<file path="config.mk">
export PLATFORM = sky130hd
export DESIGN_NAME = lcdc_regfile
export DESIGN_NICKNAME = d
export VERILOG_FILES = /design/src/rtl/lcdc_pkg.sv /design/src/rtl/lcdc_decode.sv /design/src/rtl/lcdc_irq.sv /design/src/rtl/lcdc_geom.sv /design/src/rtl/lcdc_regfile.sv
export SDC_FILE = /design/constraint.sdc
export NUM_CORES = 1
export LEC_CHECK = 0
export BUFFER_PORTS_ARGS = -buffer_cell sky130_fd_sc_hd__buf_2
export CORE_UTILIZATION = 57
export DETAILED_ROUTE_END_ITERATION = 10
export GPL_ROUTABILITY_DRIVEN = 0
export PLACE_DENSITY = 0.8
export REMOVE_ABC_BUFFERS = 1
export SLEW_MARGIN = 20
export SYNTH_ARGS = -nofsm -noshare
export SYNTH_HDL_FRONTEND = slang
export SYNTH_SLANG_ARGS = --single-unit
</file>
<file path="constraint.sdc">
create_clock -name clk -period 8 [get_ports clk]
set_input_delay 1.2 -clock clk [delete_from_list [all_inputs] [get_ports clk]]
set_output_delay 1.2 -clock clk [all_outputs]
set_load 0.02 [all_outputs]
</file>
<file path="src/rtl/lcdc_pkg.sv">
package lcdc_pkg;
  typedef enum logic [1:0] {RG_REG, RG_PAL, RG_ID, RG_NONE} region_e;

  localparam logic [3:0] OFS_TIM3    = 4'd3;
  localparam logic [3:0] OFS_UPBASE  = 4'd4;
  localparam logic [3:0] OFS_LOBASE  = 4'd5;
  localparam logic [3:0] OFS_MASK    = 4'd6;
  localparam logic [3:0] OFS_CTRL    = 4'd7;
  localparam logic [3:0] OFS_RAW     = 4'd8;
  localparam logic [3:0] OFS_MSK_ST  = 4'd9;
  localparam logic [3:0] OFS_CLEAR   = 4'd10;
  localparam logic [3:0] OFS_CUR_UP  = 4'd11;
  localparam logic [3:0] OFS_CUR_LO  = 4'd12;

  function automatic logic [7:0] id_byte(input logic [2:0] i);
    case (i)
      3'd0:    id_byte = 8'h10;
      3'd1:    id_byte = 8'h11;
      3'd2:    id_byte = 8'h04;
      3'd3:    id_byte = 8'h00;
      3'd4:    id_byte = 8'h0D;
      3'd5:    id_byte = 8'hF0;
      3'd6:    id_byte = 8'h05;
      default: id_byte = 8'hB1;
    endcase
  endfunction
endpackage

</file>
<file path="src/rtl/lcdc_decode.sv">
module lcdc_decode
  import lcdc_pkg::*;
(
  input  logic [9:0] word,
  input  logic       alt_map,
  output region_e    region,
  output logic [3:0] reg_ofs,
  output logic [6:0] pal_idx,
  output logic [2:0] id_idx
);
  always_comb begin
    region  = RG_NONE;
    reg_ofs = word[3:0];
    pal_idx = word[6:0];
    id_idx  = word[2:0];
    if (word[9:3] == 7'h7F) begin
      region = RG_ID;
    end else if (word[9:7] == 3'b001) begin
      region = RG_PAL;
    end else if (word[9:4] == 6'd0 && word[3:0] <= OFS_CUR_LO) begin
      region = RG_REG;
      if (alt_map && word[3:0] == OFS_MASK)      reg_ofs = OFS_CTRL;
      else if (alt_map && word[3:0] == OFS_CTRL) reg_ofs = OFS_MASK;
    end
  end
endmodule

</file>
<file path="src/rtl/lcdc_irq.sv">
module lcdc_irq #(
  parameter int IRQ_W = 4
) (
  input  logic             clk,
  input  logic             rst_ni,
  input  logic [IRQ_W-1:0] stat_set,
  input  logic             clr_en,
  input  logic [IRQ_W-1:0] clr_mask,
  input  logic [IRQ_W-1:0] mask,
  output logic [IRQ_W-1:0] raw,
  output logic [IRQ_W-1:0] masked,
  output logic             irq
);
  logic [IRQ_W-1:0] raw_q, raw_d;
  logic             raw_en;

  always_comb begin
    raw_en = clr_en || (stat_set != '0);
    raw_d  = raw_q;
    if (clr_en) raw_d = raw_d & ~clr_mask;
    raw_d = raw_d | stat_set;
  end

  always_ff @(posedge clk or negedge rst_ni) begin
    if (!rst_ni)     raw_q <= '0;
    else if (raw_en) raw_q <= raw_d;
  end

  assign raw    = raw_q;
  assign masked = raw_q & mask;
  assign irq    = |masked;

  AST_SET_WINS: assert property (@(posedge clk) disable iff (!rst_ni)
    (stat_set != '0) |=> ((raw_q & $past(stat_set)) == $past(stat_set)));
  AST_CLEAR_TAKES: assert property (@(posedge clk) disable iff (!rst_ni)
    (clr_en && stat_set == '0) |=> ((raw_q & $past(clr_mask)) == '0));
endmodule

</file>
<file path="src/rtl/lcdc_geom.sv">
module lcdc_geom #(
  parameter int GEOM_W = 11
) (
  input  logic [5:0]        hfield,
  input  logic [9:0]        vfield,
  input  logic [2:0]        depth_in,
  input  logic              en_bit,
  input  logic              pwr_bit,
  output logic [GEOM_W-1:0] width,
  output logic [GEOM_W-1:0] height,
  output logic [2:0]        depth,
  output logic              on
);
  always_comb begin
    width  = GEOM_W'({1'b0, hfield} + 7'd1) << 4;
    height = GEOM_W'(vfield) + GEOM_W'(1);
    depth  = depth_in;
    on     = en_bit && pwr_bit;
  end
endmodule

</file>
<file path="src/rtl/lcdc_regfile.sv">
module lcdc_regfile
  import lcdc_pkg::*;
#(
  parameter int DATA_W = 32,
  parameter int IRQ_W  = 4
) (
  input  logic              clk,
  input  logic              rst_n,
  input  logic              alt_map,
  input  logic              bus_sel,
  input  logic              bus_wr,
  input  logic [9:0]        bus_word,
  input  logic [DATA_W-1:0] bus_wdata,
  output logic [DATA_W-1:0] bus_rdata,
  output logic              bus_err,
  input  logic [IRQ_W-1:0]  stat_set,
  output logic              pal_sel,
  output logic              pal_wr,
  output logic [6:0]        pal_idx,
  output logic [DATA_W-1:0] pal_wdata,
  input  logic [DATA_W-1:0] pal_rdata,
  output logic [10:0]       panel_width,
  output logic [10:0]       panel_height,
  output logic [2:0]        depth_code,
  output logic              disp_on,
  output logic              irq
);
  localparam int N_TIM  = 4;
  localparam int GEOM_W = 11;
  localparam int PAD_W  = DATA_W - IRQ_W;

  logic [1:0] rst_sync_q;
  logic       rst_ni;

  always_ff @(posedge clk or negedge rst_n) begin
    if (!rst_n) rst_sync_q <= 2'b00;
    else        rst_sync_q <= {rst_sync_q[0], 1'b1};
  end
  assign rst_ni = rst_sync_q[1];

  region_e    region;
  logic [3:0] ofs;
  logic [2:0] id_idx;

  lcdc_decode u_dec (
    .word    (bus_word),
    .alt_map (alt_map),
    .region  (region),
    .reg_ofs (ofs),
    .pal_idx (pal_idx),
    .id_idx  (id_idx)
  );

  logic reg_wr;
  assign reg_wr = bus_sel && bus_wr && (region == RG_REG);

  logic [DATA_W-1:0] tim_q [N_TIM];
  logic [DATA_W-1:0] up_q, lo_q, ctrl_q;
  logic [IRQ_W-1:0]  mask_q;

  for (genvar g = 0; g < N_TIM; g++) begin : g_tim
    logic tim_we;
    assign tim_we = reg_wr && (ofs == 4'(g));
    always_ff @(posedge clk or negedge rst_ni) begin
      if (!rst_ni)     tim_q[g] <= '0;
      else if (tim_we) tim_q[g] <= bus_wdata;
    end
  end

  logic up_we, lo_we, ctrl_we, mask_we, clr_en;
  always_comb begin
    up_we   = reg_wr && (ofs == OFS_UPBASE);
    lo_we   = reg_wr && (ofs == OFS_LOBASE);
    ctrl_we = reg_wr && (ofs == OFS_CTRL);
    mask_we = reg_wr && (ofs == OFS_MASK);
    clr_en  = reg_wr && (ofs == OFS_CLEAR);
  end

  always_ff @(posedge clk or negedge rst_ni) begin
    if (!rst_ni) begin
      up_q   <= '0;
      lo_q   <= '0;
      ctrl_q <= '0;
      mask_q <= '0;
    end else begin
      if (up_we)   up_q   <= bus_wdata;
      if (lo_we)   lo_q   <= bus_wdata;
      if (ctrl_we) ctrl_q <= bus_wdata;
      if (mask_we) mask_q <= bus_wdata[IRQ_W-1:0];
    end
  end

  logic [IRQ_W-1:0] raw_st, msk_st;

  lcdc_irq #(.IRQ_W(IRQ_W)) u_irq (
    .clk      (clk),
    .rst_ni   (rst_ni),
    .stat_set (stat_set),
    .clr_en   (clr_en),
    .clr_mask (bus_wdata[IRQ_W-1:0]),
    .mask     (mask_q),
    .raw      (raw_st),
    .masked   (msk_st),
    .irq      (irq)
  );

  lcdc_geom #(.GEOM_W(GEOM_W)) u_geom (
    .hfield   (tim_q[0][7:2]),
    .vfield   (tim_q[1][9:0]),
    .depth_in (ctrl_q[3:1]),
    .en_bit   (ctrl_q[0]),
    .pwr_bit  (ctrl_q[11]),
    .width    (panel_width),
    .height   (panel_height),
    .depth    (depth_code),
    .on       (disp_on)
  );

  always_comb begin
    bus_rdata = '0;
    case (region)
      RG_PAL: bus_rdata = pal_rdata;
      RG_ID:  bus_rdata = DATA_W'(id_byte(id_idx));
      RG_REG: begin
        if (ofs <= OFS_TIM3) bus_rdata = tim_q[ofs[1:0]];
        else begin
          case (ofs)
            OFS_UPBASE, OFS_CUR_UP: bus_rdata = up_q;
            OFS_LOBASE, OFS_CUR_LO: bus_rdata = lo_q;
            OFS_MASK:   bus_rdata = {{PAD_W{1'b0}}, mask_q};
            OFS_CTRL:   bus_rdata = ctrl_q;
            OFS_RAW:    bus_rdata = {{PAD_W{1'b0}}, raw_st};
            OFS_MSK_ST: bus_rdata = {{PAD_W{1'b0}}, msk_st};
            default:    bus_rdata = '0;
          endcase
        end
      end
      default: bus_rdata = '0;
    endcase
  end

  assign pal_sel   = bus_sel && (region == RG_PAL);
  assign pal_wr    = pal_sel && bus_wr;
  assign pal_wdata = bus_wdata;

  logic err_q, err_d;
  assign err_d = bus_sel && (region == RG_NONE);
  always_ff @(posedge clk or negedge rst_ni) begin
    if (!rst_ni) err_q <= 1'b0;
    else         err_q <= err_d;
  end
  assign bus_err = err_q;

  AST_ERR_CAUSE: assert property (@(posedge clk) disable iff (!rst_ni)
    bus_err |-> $past(bus_sel));
  AST_BASE_HOLD: assert property (@(posedge clk) disable iff (!rst_ni)
    !(bus_sel && bus_wr) |=> $stable(up_q));
  AST_CTRL_HOLD: assert property (@(posedge clk) disable iff (!rst_ni)
    !(bus_sel && bus_wr) |=> $stable(ctrl_q));
endmodule

</file>
==> impl_metrics.toml, run 1 <==
[route]
drc = 2
num_vias = 8232
totalWireLength_um = 29500
drt_iter0_drc = 585
via_per_inst = 6.16
firstDrtPassIters = 8
ant_nets = 0
wl_per_cell_um = 22.1

[power]
ir_drop_mv = 0.178
pwr-share-seq_pct = 46.9
switching_share_pct = 23.4
pwr-share-comb_pct = 6.8
total_power_uw = 2580
power_density_nw_per_um2 = 193
power.switching_uw = 603
intPower_uw = 1970
p_leak_uw = 0.00679
p_clk_share_pct = 46.3

[sta]
post-route-period-util_pct = 65.0
slew_viol_final = 0
setup_ws_ps = 2800
setup_viol = 0
fin_skew_ps = 5.69
setup_tns_ps = 0
rsz0062_at_grt = "false"
tightest_slew_ps = 1140
finalHoldViolations = 0
final.min_clock_period_ps = 5200
max_freq_ghz = 0.192
slew_headroom_pct = 23.8

[layout]
fin_area_um2 = 13300
syn_to_final_growth_pct = 13.7
layout-drive-gt1-share_pct = 36.6
fin_nets = 1132

[clocking]
cts_buffer_depth = 3
cts_root_buf = "clkbuf_16"
clkSlewWorstSetupHoldPaths_ps = 60
clkLatencyLatePin_ps = 520
ctsResizeCount = 0
ctsHoldBuffers = 0
tritoncts = "yes"
h-tree-depth = 1
clock_sinks = 235
postCtsSetupBuffers = 0
numCtsBuffers = 25

[die]
die-area_um2 = 21200
num_rows = 52
die_y_um = 146
core_area_um2 = 20200
fp.dieW_um = 146
ioPinCount = 184
start_util_pct = 58.0

[job]
maxCapViolCount = 0

[critical_path]
worst-setup-path-type = "input pin to primary output"
r2r_end = "tim_q[86]"
cpMaxStageDelayCell = "or4_1"
cp_slowest_stage_delay_ps = 700
critPathRequiredTime_ps = 6800
worstReg2RegStart = "rst_sync_q[1]"
crit_top_cell = "buf_2"
crit_start = "bus_word[1]"
worstSetupEndpointType = "primary output"
start_kind = "input pin"
r2r_slack_ps = 6200
crit_end = "bus_rdata[6]"
cp_cell_sequence = "buf_2 > nand3b_1 > or4_1 > nand2_4 > a211oi_1 > o31a_1 > o21ai_1 > buf_2"
critPathArrivalTime_ps = 4000
r2r_cells = 1
path_max_fanout = 33

[yosys]
ys_seq_area_share_pct = 50.1
synth_top_family_by_area = "multiplexers"
synth-edff-count = 0
synth_ff_type = "dfrtp_1"
syn_area_um2 = 11700
synth_seq_cells = 235
async_flop_share_pct = 100
synthXorXnorAreaFrac_pct = 1.19
synthDistinctLibCells = 60
synthCells = 933
synthSimpleGateAreaFrac_pct = 5.48
synth_compound_area_share_pct = 9.71
synth_mux_area_share_pct = 27.7
ys_warn_count = 0
yosys.area_share.adder_pct = 0.213
syn_area_per_cell_um2 = 12.6

[placement]
detailedPlace.worstSlack_ps = 2840
dp_hpwl_um = 17900
port-buffer-count = 179
post_dp_cell_area_um2 = 12500

[min_path]
hold_start = "rst_sync_q[0]"
hp-class = "flop to flop"

[run_status]
status = "complete, but fails checks"
violations = "DRC"

[grt]
grt_antenna_before_repair = 1
grt_max_degree = 176
grt_pass1_wl_um = 46500
grt_pass1_vias = 8246
track_usage_pct = 28.1
overflow = 0
-- cells in the mapped netlist, types with 3 or more instances --
library cell | number | area, um^2
clkbuf_1 | 29 | 109
buf_4 | 48 | 360
buf_2 | 13 | 65.1
xnor2_1 | 11 | 96.3
nor2b_1 | 4 | 25.0
a22o_1 | 4 | 35.0
inv_1 | 4 | 15.0
xor2_1 | 5 | 43.8
a21o_1 | 6 | 45.0
nand2_1 | 42 | 158
o21ai_1 | 30 | 150
and3_1 | 10 | 62.6
mux2_2 | 111 | 1250
mux2_1 | 87 | 980
dfrtp_1 | 235 | 5880
nand3_1 | 16 | 80.1
mux2i_1 | 57 | 571
and2_1 | 4 | 25.0
a22oi_1 | 30 | 225
a31oi_1 | 6 | 37.5
buf_6 | 6 | 67.6
nor2_1 | 9 | 33.8
o221ai_1 | 24 | 210
mux2_4 | 30 | 450
a21oi_1 | 31 | 155
buf_1 | 9 | 33.8
nand4_1 | 5 | 31.3
a211oi_1 | 7 | 52.6
a32oi_1 | 4 | 35.0
nor3_1 | 3 | 15.0
o211ai_1 | 6 | 45.0
o21ai_0 | 5 | 25.0
nor4_1 | 6 | 37.5
-- cells in the final DEF (no fill, tap or decap), types with 9 or more instances in the layout --
cell       synthesis  routed
a22oi_1           30      30
mux2_4            30      30
buf_2             13     179
dfrtp_1          235     234
nand2_1           42      42
clkbuf_16          0      25
nor2_1             9       9
mux2_1            87      87
mux2_2           111     111
o221ai_1          24      24
mux2i_1           57      57
o21ai_1           30      30
buf_4             48       9
nand3_1           16      13
xnor2_1           11      11
a21oi_1           31      31
and3_1            10      10
-- how the worst min path moves through the flow --
stage,endpoint,depth (start not counted)
after floorplan,rst_sync_q[1],0
after global placement,rst_sync_q[1],0
after detailed placement,rst_sync_q[1],0
after CTS,rst_sync_q[1],0
after global routing,rst_sync_q[1],0
final,rst_sync_q[1],0
-- layout make-up --
type,instances,area [um^2]
multi-input cells,592,5280
flip-flops and latches,235,5880
inverters,4,15.0
repair buffers,189,983
fillers,1560,6890
well taps,270,338
clock inverters,9,130
clock buffers,37,721
diodes,1,2.50
-- through the flow --
stage	utilization, %	cells	hold slack [ps]
detailed placement	61.8	1290	336
floorplan	-	831	331
finish	66.0	1337	355
CTS	66.0	1336	361
global placement	61.8	1290	343
global route	66.0	1336	363
-- metal layers --
metal / track usage, % / share of wire [%] / vias up
met4: 9.47 / 2.8 / 2
li1: - / - / 3628
met2: 45.2 / 47 / 345
met1: 38.9 / 43 / 4193
met3: 4.83 / 7.1 / 64
met5: 0 / 0.027 / -
-- critical path: cells and delay by family --
kind / cells / cell delay (ps)
simple gates: 3 / 1600
buf+inv: 2 / 620
compound gates: 3 / 570
-- registers in the layout (all words and copies together), names as in the netlist --
signal,count
lo_q,32
u_irq.raw,4
bus_err,1
tim_q,128
up_q,32
rst_sync_q,2
mask_q,4
ctrl_q,32
-- power by group through the flow --
stage | logic (uW) | registers [uW] | clock network [uW]
floorplan | 57.6 | 1240 | 0
global placement | 172 | 1230 | 0
detailed placement | 174 | 1230 | 0
CTS | 175 | 1210 | 1210
global route | 188 | 1210 | 1250
finish | 175 | 1210 | 1190
-- kinds of logic after synthesis --
| logic type | after synthesis |
|---|---|
| AO/OA/AOI/OAI | 166 |
| XOR/XNOR | 16 |
| adder cells (fa/ha/maj) | 2 |
| buffers and inverters | 109 |
| flip-flops | 235 |
| multiplexers | 285 |
| other | 2 |
| AND/OR/NAND/NOR | 118 |
Power figures use the tool's default switching activity.
==> inputs of run 2 (changes only) <==
--- a/config.mk
+++ b/config.mk
@@ -5,6 +5,7 @@
 export SDC_FILE = /design/constraint.sdc
 export NUM_CORES = 1
 export LEC_CHECK = 0
+export ABC_AREA = 1
 export BUFFER_PORTS_ARGS = -buffer_cell sky130_fd_sc_hd__buf_2
 export CORE_UTILIZATION = 57
 export DETAILED_ROUTE_END_ITERATION = 10
==> constraint.sdc (replaced) <==
create_clock -name clk -period 5.25 [get_ports clk]
set_input_delay 0.7875 -clock clk [delete_from_list [all_inputs] [get_ports clk]]
set_output_delay 0.7875 -clock clk [all_outputs]
set_load 0.02 [all_outputs]
==> run 2 against run 1 <==
The run now ends clean. Cell count rose by 39%. Sequential power rose by 51%. Clock power rose by 61%. Largest power group is now the clock network. Via count rose by 28%. Total power rose by 58%. Non-clock buffer count rose by 8. Critical path type unchanged. Highest routed layer is now met4. Critical endpoint is now bus_rdata[5]. Clock skew rose by 18 ps. Worst setup slack got worse by 1900 ps. First-iteration DRC count rose by 85%.
==> impl_metrics.toml, run 2 <==
[yosys]
ys_seq_area_share_pct = 49.7
synth_seq_cells = 235
yosysTopAreaCell = "dfrtp_1"
synthCells = 1476
ys_warn_count = 0
synth_top_area_share_pct = 49.7
synthDistinctLibCells = 43
synth_ff_type = "dfrtp_1"
synth_commonest_cells = "463 x nand2_1, 235 x dfrtp_1, 160 x o21ai_1, 118 x inv_1, 94 x nand3_1"
async_flop_share_pct = 100
yosysMostFrequentCell = "nand2_1"
synth-edff-count = 0
syn_area_um2 = 11800
syn_area_per_cell_um2 = 8.01
yosys-top-cells-area = "dfrtp_1 50%, nand2_1 15%, o21ai_1 6.8%, nand3_1 4.0%, inv_1 3.7%"

[critical_path]
critPathBufInv = 3
cp.depth = 13
critPathRequiredTime_ps = 4460
r2r_end = "lo_q[6]"
worst-setup-path-type = "input pin to primary output"
worstSetupEndpointType = "primary output"
crit_end = "bus_rdata[5]"
path_max_fanout = 22
cp_slowest_stage_delay_ps = 430
r2r_slack_ps = 4080
crit_top_cell = "nand2_1"
crit_start = "bus_word[8]"
start_kind = "input pin"
worstReg2RegStart = "rst_sync_q[1]"
critPathArrivalTime_ps = 3530
cpMaxStageDelayCell = "nor2_8"
r2r_cells = 1
cp_top_family = "simple AND/OR/NAND/NOR gates"
cp_cell_sequence = "buf_2 > nor2_1 > nand3_1 > nor2_8 > nand3_4 > nand4_1 > nand2_1 > buf_4 > nand2_1 > nand3_1 > o21bai_1 > nand2_1 > buf_2"

[sta]
final.min_clock_period_ps = 4320
post-route-period-util_pct = 82.3
max_freq_ghz = 0.232
slew_viol_final = 0
finalHoldViolations = 0
rsz0062_at_grt = "false"
setup_viol = 0
slew_headroom_pct = 40.2
fin_skew_ps = 23.6
tightest_slew_ps = 897

[clocking]
tritoncts = "yes"
clock_sinks = 235
ctsResizeCount = 0
h-tree-depth = 1
clkLatencyLatePin_ps = 530
postCtsSetupBuffers = 0
numCtsBuffers = 25
ctsHoldBuffers = 0
clkSlewWorstSetupHoldPaths_ps = 60
cts_buffer_depth = 3
cts_root_buf = "clkbuf_16"

[die]
core_area_um2 = 20300
start_util_pct = 58.3
fp.dieW_um = 146
ioPinCount = 184
die_y_um = 146
num_rows = 52
die-area_um2 = 21300

[grt]
grt_max_degree = 163
overflow = 0
track_usage_pct = 30.4
grt_pass1_wl_um = 51700
grt_antenna_before_repair = 1
grt_pass1_vias = 9959

[layout]
seq_area_um2 = 5880
multiInputGateArea_um2 = 4790
final_cell_mix = "461 x nand2_1, 234 x dfrtp_1, 179 x buf_2"
fillers = 1678
syn_to_final_growth_pct = 13.5
fin_nets = 1658
largest_reg_flops = 128
fin_area_um2 = 13400
final_util_pct = 66.1
instances_no_fill = 1863
layout-drive-gt1-share_pct = 17.1
final_common_cell = "nand2_1"
largest-register = "tim_q"

[placement]
dp_hpwl_um = 19900
post_dp_cell_area_um2 = 12500
numPlacedInstances = 1816
port-buffer-count = 179

[job]
maxCapViolCount = 0

[power]
power_density_nw_per_um2 = 304
p_leak_uw = 0.00683
ir_drop_mv = 0.230

[route]
totalWireLength_um = 32000
via_per_inst = 5.66
ant_nets = 0
drc = 0
num_vias = 10600
drt_iter0_drc = 1083
wl_per_cell_um = 17.2
firstDrtPassIters = 6

[run_status]
status = "complete, no violations"

[min_path]
hp-class = "input pin to asynchronous set/reset pin"
run 2: worst min-delay path by stage:
stage          slack, ps             to
2_1_floorplan        330  rst_sync_q[1]
3_3_place_gp         340  rst_sync_q[1]
3_5_place_dp         340  rst_sync_q[1]
4_1_cts                8  rst_sync_q[1]
5_1_grt                9  rst_sync_q[1]
6_report              20  rst_sync_q[1]
run 2: logic make-up (layout without fill, tap and decap cells):
family | Yosys count | count (layout) | share of synthesized area (%)
and+or+nand+nor | 681 | 681 | 25.8
AOI/OAI and AO/OA | 291 | 291 | 13.1
adders and majority gates | 2 | 2 | 0.212
buffers and inverters | 253 | 366 | 10.1
xor gates and xnor gates | 12 | 12 | 0.889
DFF | 235 | 235 | 49.7
other | 2 | 6 | 0.0635
run 2: power by group:
group          switching [uW]  internal, uW
sequential               8.27          1820
clock                     731          1180
combinational             237          94.9
run 2: cell type report:
class                           count  share of cell area, %
Tap cell                          270                   2.52
Multi-Input combinational cell    991                   35.7
Antenna cell                        1                 0.0186
Timing Repair Buffer              197                   7.87
Inverter                          123                   3.46
Clock buffer                       35                   5.24
Sequential cell                   235                   43.8
Clock inverter                     11                   1.39
run 2: through the flow:
| stage | setup TNS [ps] | setup WS (ps) | power [uW] | hold WS [ps] |
|---|---|---|---|---|
| final | 0 | 931 | 4080 | 24.1 |
| after global routing | 0 | 725 | 4200 | 8.82 |
| after CTS | 0 | 938 | 4090 | 8.17 |
| after detailed placement | 0 | 945 | 2190 | 339 |
| after global placement | 0 | 1020 | 2190 | 335 |
| after floorplan | -415630 | -1780 | 2030 | 331 |
run 2: layer usage:
layer,up-vias,GRT usage [%],share of wire (%)
li1,4960,-,-
met1,5026,41.3,42
met2,498,49.6,47
met3,66,5.25,8.8
met4,0,10.5,2.5
met5,-,0,0
==> inputs of run 3 (changes only) <==
--- a/config.mk
+++ b/config.mk
@@ -7,10 +7,10 @@
 export LEC_CHECK = 0
 export ABC_AREA = 1
 export BUFFER_PORTS_ARGS = -buffer_cell sky130_fd_sc_hd__buf_2
-export CORE_UTILIZATION = 57
+export CORE_UTILIZATION = 52
 export DETAILED_ROUTE_END_ITERATION = 10
 export GPL_ROUTABILITY_DRIVEN = 0
-export PLACE_DENSITY = 0.8
+export PLACE_DENSITY = 0.77
 export REMOVE_ABC_BUFFERS = 1
 export SLEW_MARGIN = 20
 export SYNTH_ARGS = -nofsm -noshare
==> constraint.sdc (replaced) <==
create_clock -name clk -period 3.6 [get_ports clk]
set_input_delay 0.54 -clock clk [delete_from_list [all_inputs] [get_ports clk]]
set_output_delay 0.54 -clock clk [all_outputs]
set_load 0.02 [all_outputs]
==> run 3 against run 2 <==
The run now ends with DRC left. Critical path depth shrank 1. Clock power grew 43%. Die area grew 9.5%. Clock skew shrank 13 ps. Critical endpoint is now bus_rdata[7]. Core utilization shrank 4.7 points. First-iteration DRC count shrank 7.8%. Via count grew 0.51%. Flip-flop and latch count is the same. Non-clock buffer count grew 13. Sequential power grew 47%. Register-to-register slack lost 1800 ps. Largest power group unchanged.
==> impl_metrics.toml, run 3 (synthesis results as in run 2) <==
[sta]
rsz0062_at_grt = "false"
fin_skew_ps = 10.3
hold_ws_ps = 208
finalHoldViolations = 0
post-route-period-util_pct = 92.0
setup_tns_ps = 0
setup_viol = 0
tightest_slew_ps = 772
setup_ws_ps = 287
slew_headroom_pct = 48.5
slew_viol_final = 0
max_freq_ghz = 0.302
final.min_clock_period_ps = 3310

[critical_path]
cp_cell_sequence = "buf_2 > nor2_1 > nand3_1 > o21ai_2 > nand2_4 > nor2_8 > nand2_1 > nand3b_1 > nand2_1 > nand3_1 > nand2_1 > buf_2"
critPathArrivalTime_ps = 2770
crit_top_cell = "nand2_1"
critPathBufInv = 2
cp_slowest_stage_delay_ps = 440
critPathRequiredTime_ps = 3060
cp_top_family = "simple AND/OR/NAND/NOR gates"
cpMaxStageDelayCell = "o21ai_2"
path_max_fanout = 20
worstSetupEndpointType = "primary output"
start_kind = "input pin"
worst-setup-path-type = "input pin to primary output"

[placement]
dp_hpwl_um = 21100
detailedPlace.worstSlack_ps = 302
port-buffer-count = 179
post_dp_cell_area_um2 = 12700

[power]
p_leak_uw = 0.00688
power_density_nw_per_um2 = 436
ir_drop_mv = 0.324

[layout]
final_util_pct = 61.4
largest_reg_flops = 128
fin_area_um2 = 13600
largest-register = "tim_q"
syn_to_final_growth_pct = 14.7
insertedDiodeCount = 0
final_cell_mix = "461 x nand2_1, 234 x dfrtp_1, 179 x buf_2"
fin_nets = 1672
layout-drive-gt1-share_pct = 18.0
final_common_cell = "nand2_1"

[clocking]
tritoncts = "yes"
numCtsBuffers = 26
cts_buffer_depth = 3
clkLatencyLatePin_ps = 540
cts_root_buf = "clkbuf_16"
ctsResizeCount = 0
clkSlewWorstSetupHoldPaths_ps = 60
clock_sinks = 235
h-tree-depth = 1

[run_status]
violations = "DRC"
status = "complete, but fails checks"

[die]
num_rows = 54
die-area_um2 = 23400
die_y_um = 153
core_area_um2 = 22100
fp.dieW_um = 153
start_util_pct = 53.5
ioPinCount = 184

[grt]
grt_pass1_vias = 9901
overflow = 0
grt_max_degree = 83
grt_pass1_wl_um = 52600
grt_antenna_before_repair = 0
track_usage_pct = 28.3

[route]
via_per_inst = 5.62
firstDrtPassIters = 9
ant_nets = 0
totalWireLength_um = 33000
drt_iter0_drc = 998
wl_per_cell_um = 17.5
drc = 14
num_vias = 10600

[min_path]
hp-class = "input pin to flop"

[job]
maxCapViolCount = 0
[run 3: changes by cell type in the layout (fill, tap and decap cells not counted), sizes merged, moves of 2 or more]
cell / previous run / this run
buf: 197 / 209
bufinv: 5 / 1
clkbuf: 35 / 41
clkinv: 4 / 2
[run 3: layout make-up]
class	count	area [um^2]
clock buffer	41	838
timing repair buffer	210	1180
multi-input combinational	991	4780
fill	1941	8530
clock inverter	6	63.8
inverter	123	464
sequential	235	5880
tap	280	350
[run 3: where the power goes]
| part | switching, uW | total [uW] | internal, uW |
|---|---|---|---|
| registers | 23.7 | 2690 | 2660 |
| clock network | 1080 | 2740 | 1660 |
| logic | 342 | 487 | 145 |
[run 3: final timing paths]
kind / from / endpoint / slack, ps / cells after the start
setup / recovery: bus_word[4] / bus_rdata[7] / 290 / 12
hold / removal: stat_set[3] / u_irq.raw[3] / 210 / 2
setup reg to reg: rst_sync_q[1] / tim_q[36] / 2290 / 1
hold reg to reg: rst_sync_q[0] / rst_sync_q[1] / 350 / 0
max in group asynchronous: rst_sync_q[1] / tim_q[36] / 2290 / 1
min in group asynchronous: rst_n / rst_sync_q[1] / 320 / 2
[run 3: repair_timing]
item | in CTS | in global routing
hold buffers | 1 | 0
endpoints found under the hold margin | 2 | 0
buffers inserted | 0 | 0
[run 3: through the flow]
step	total power, uW	std cells
final	5910	1886
after global routing	6080	1886
after CTS	5930	1886
after detailed placement	3210	1838
after global placement	3210	1838
after floorplan	2960	1349
[run 3: metal layers]
| layer | share of wire [%] | GRT usage, % | vias to the layer above |
|---|---|---|---|
| met2 | 46 | 45.4 | 530 |
| met3 | 9.7 | 5.56 | 63 |
| met4 | 2.1 | 8.42 | 0 |
| met1 | 42 | 39.1 | 5021 |
| met5 | 0 | 0 | - |
| li1 | - | - | 4990 |
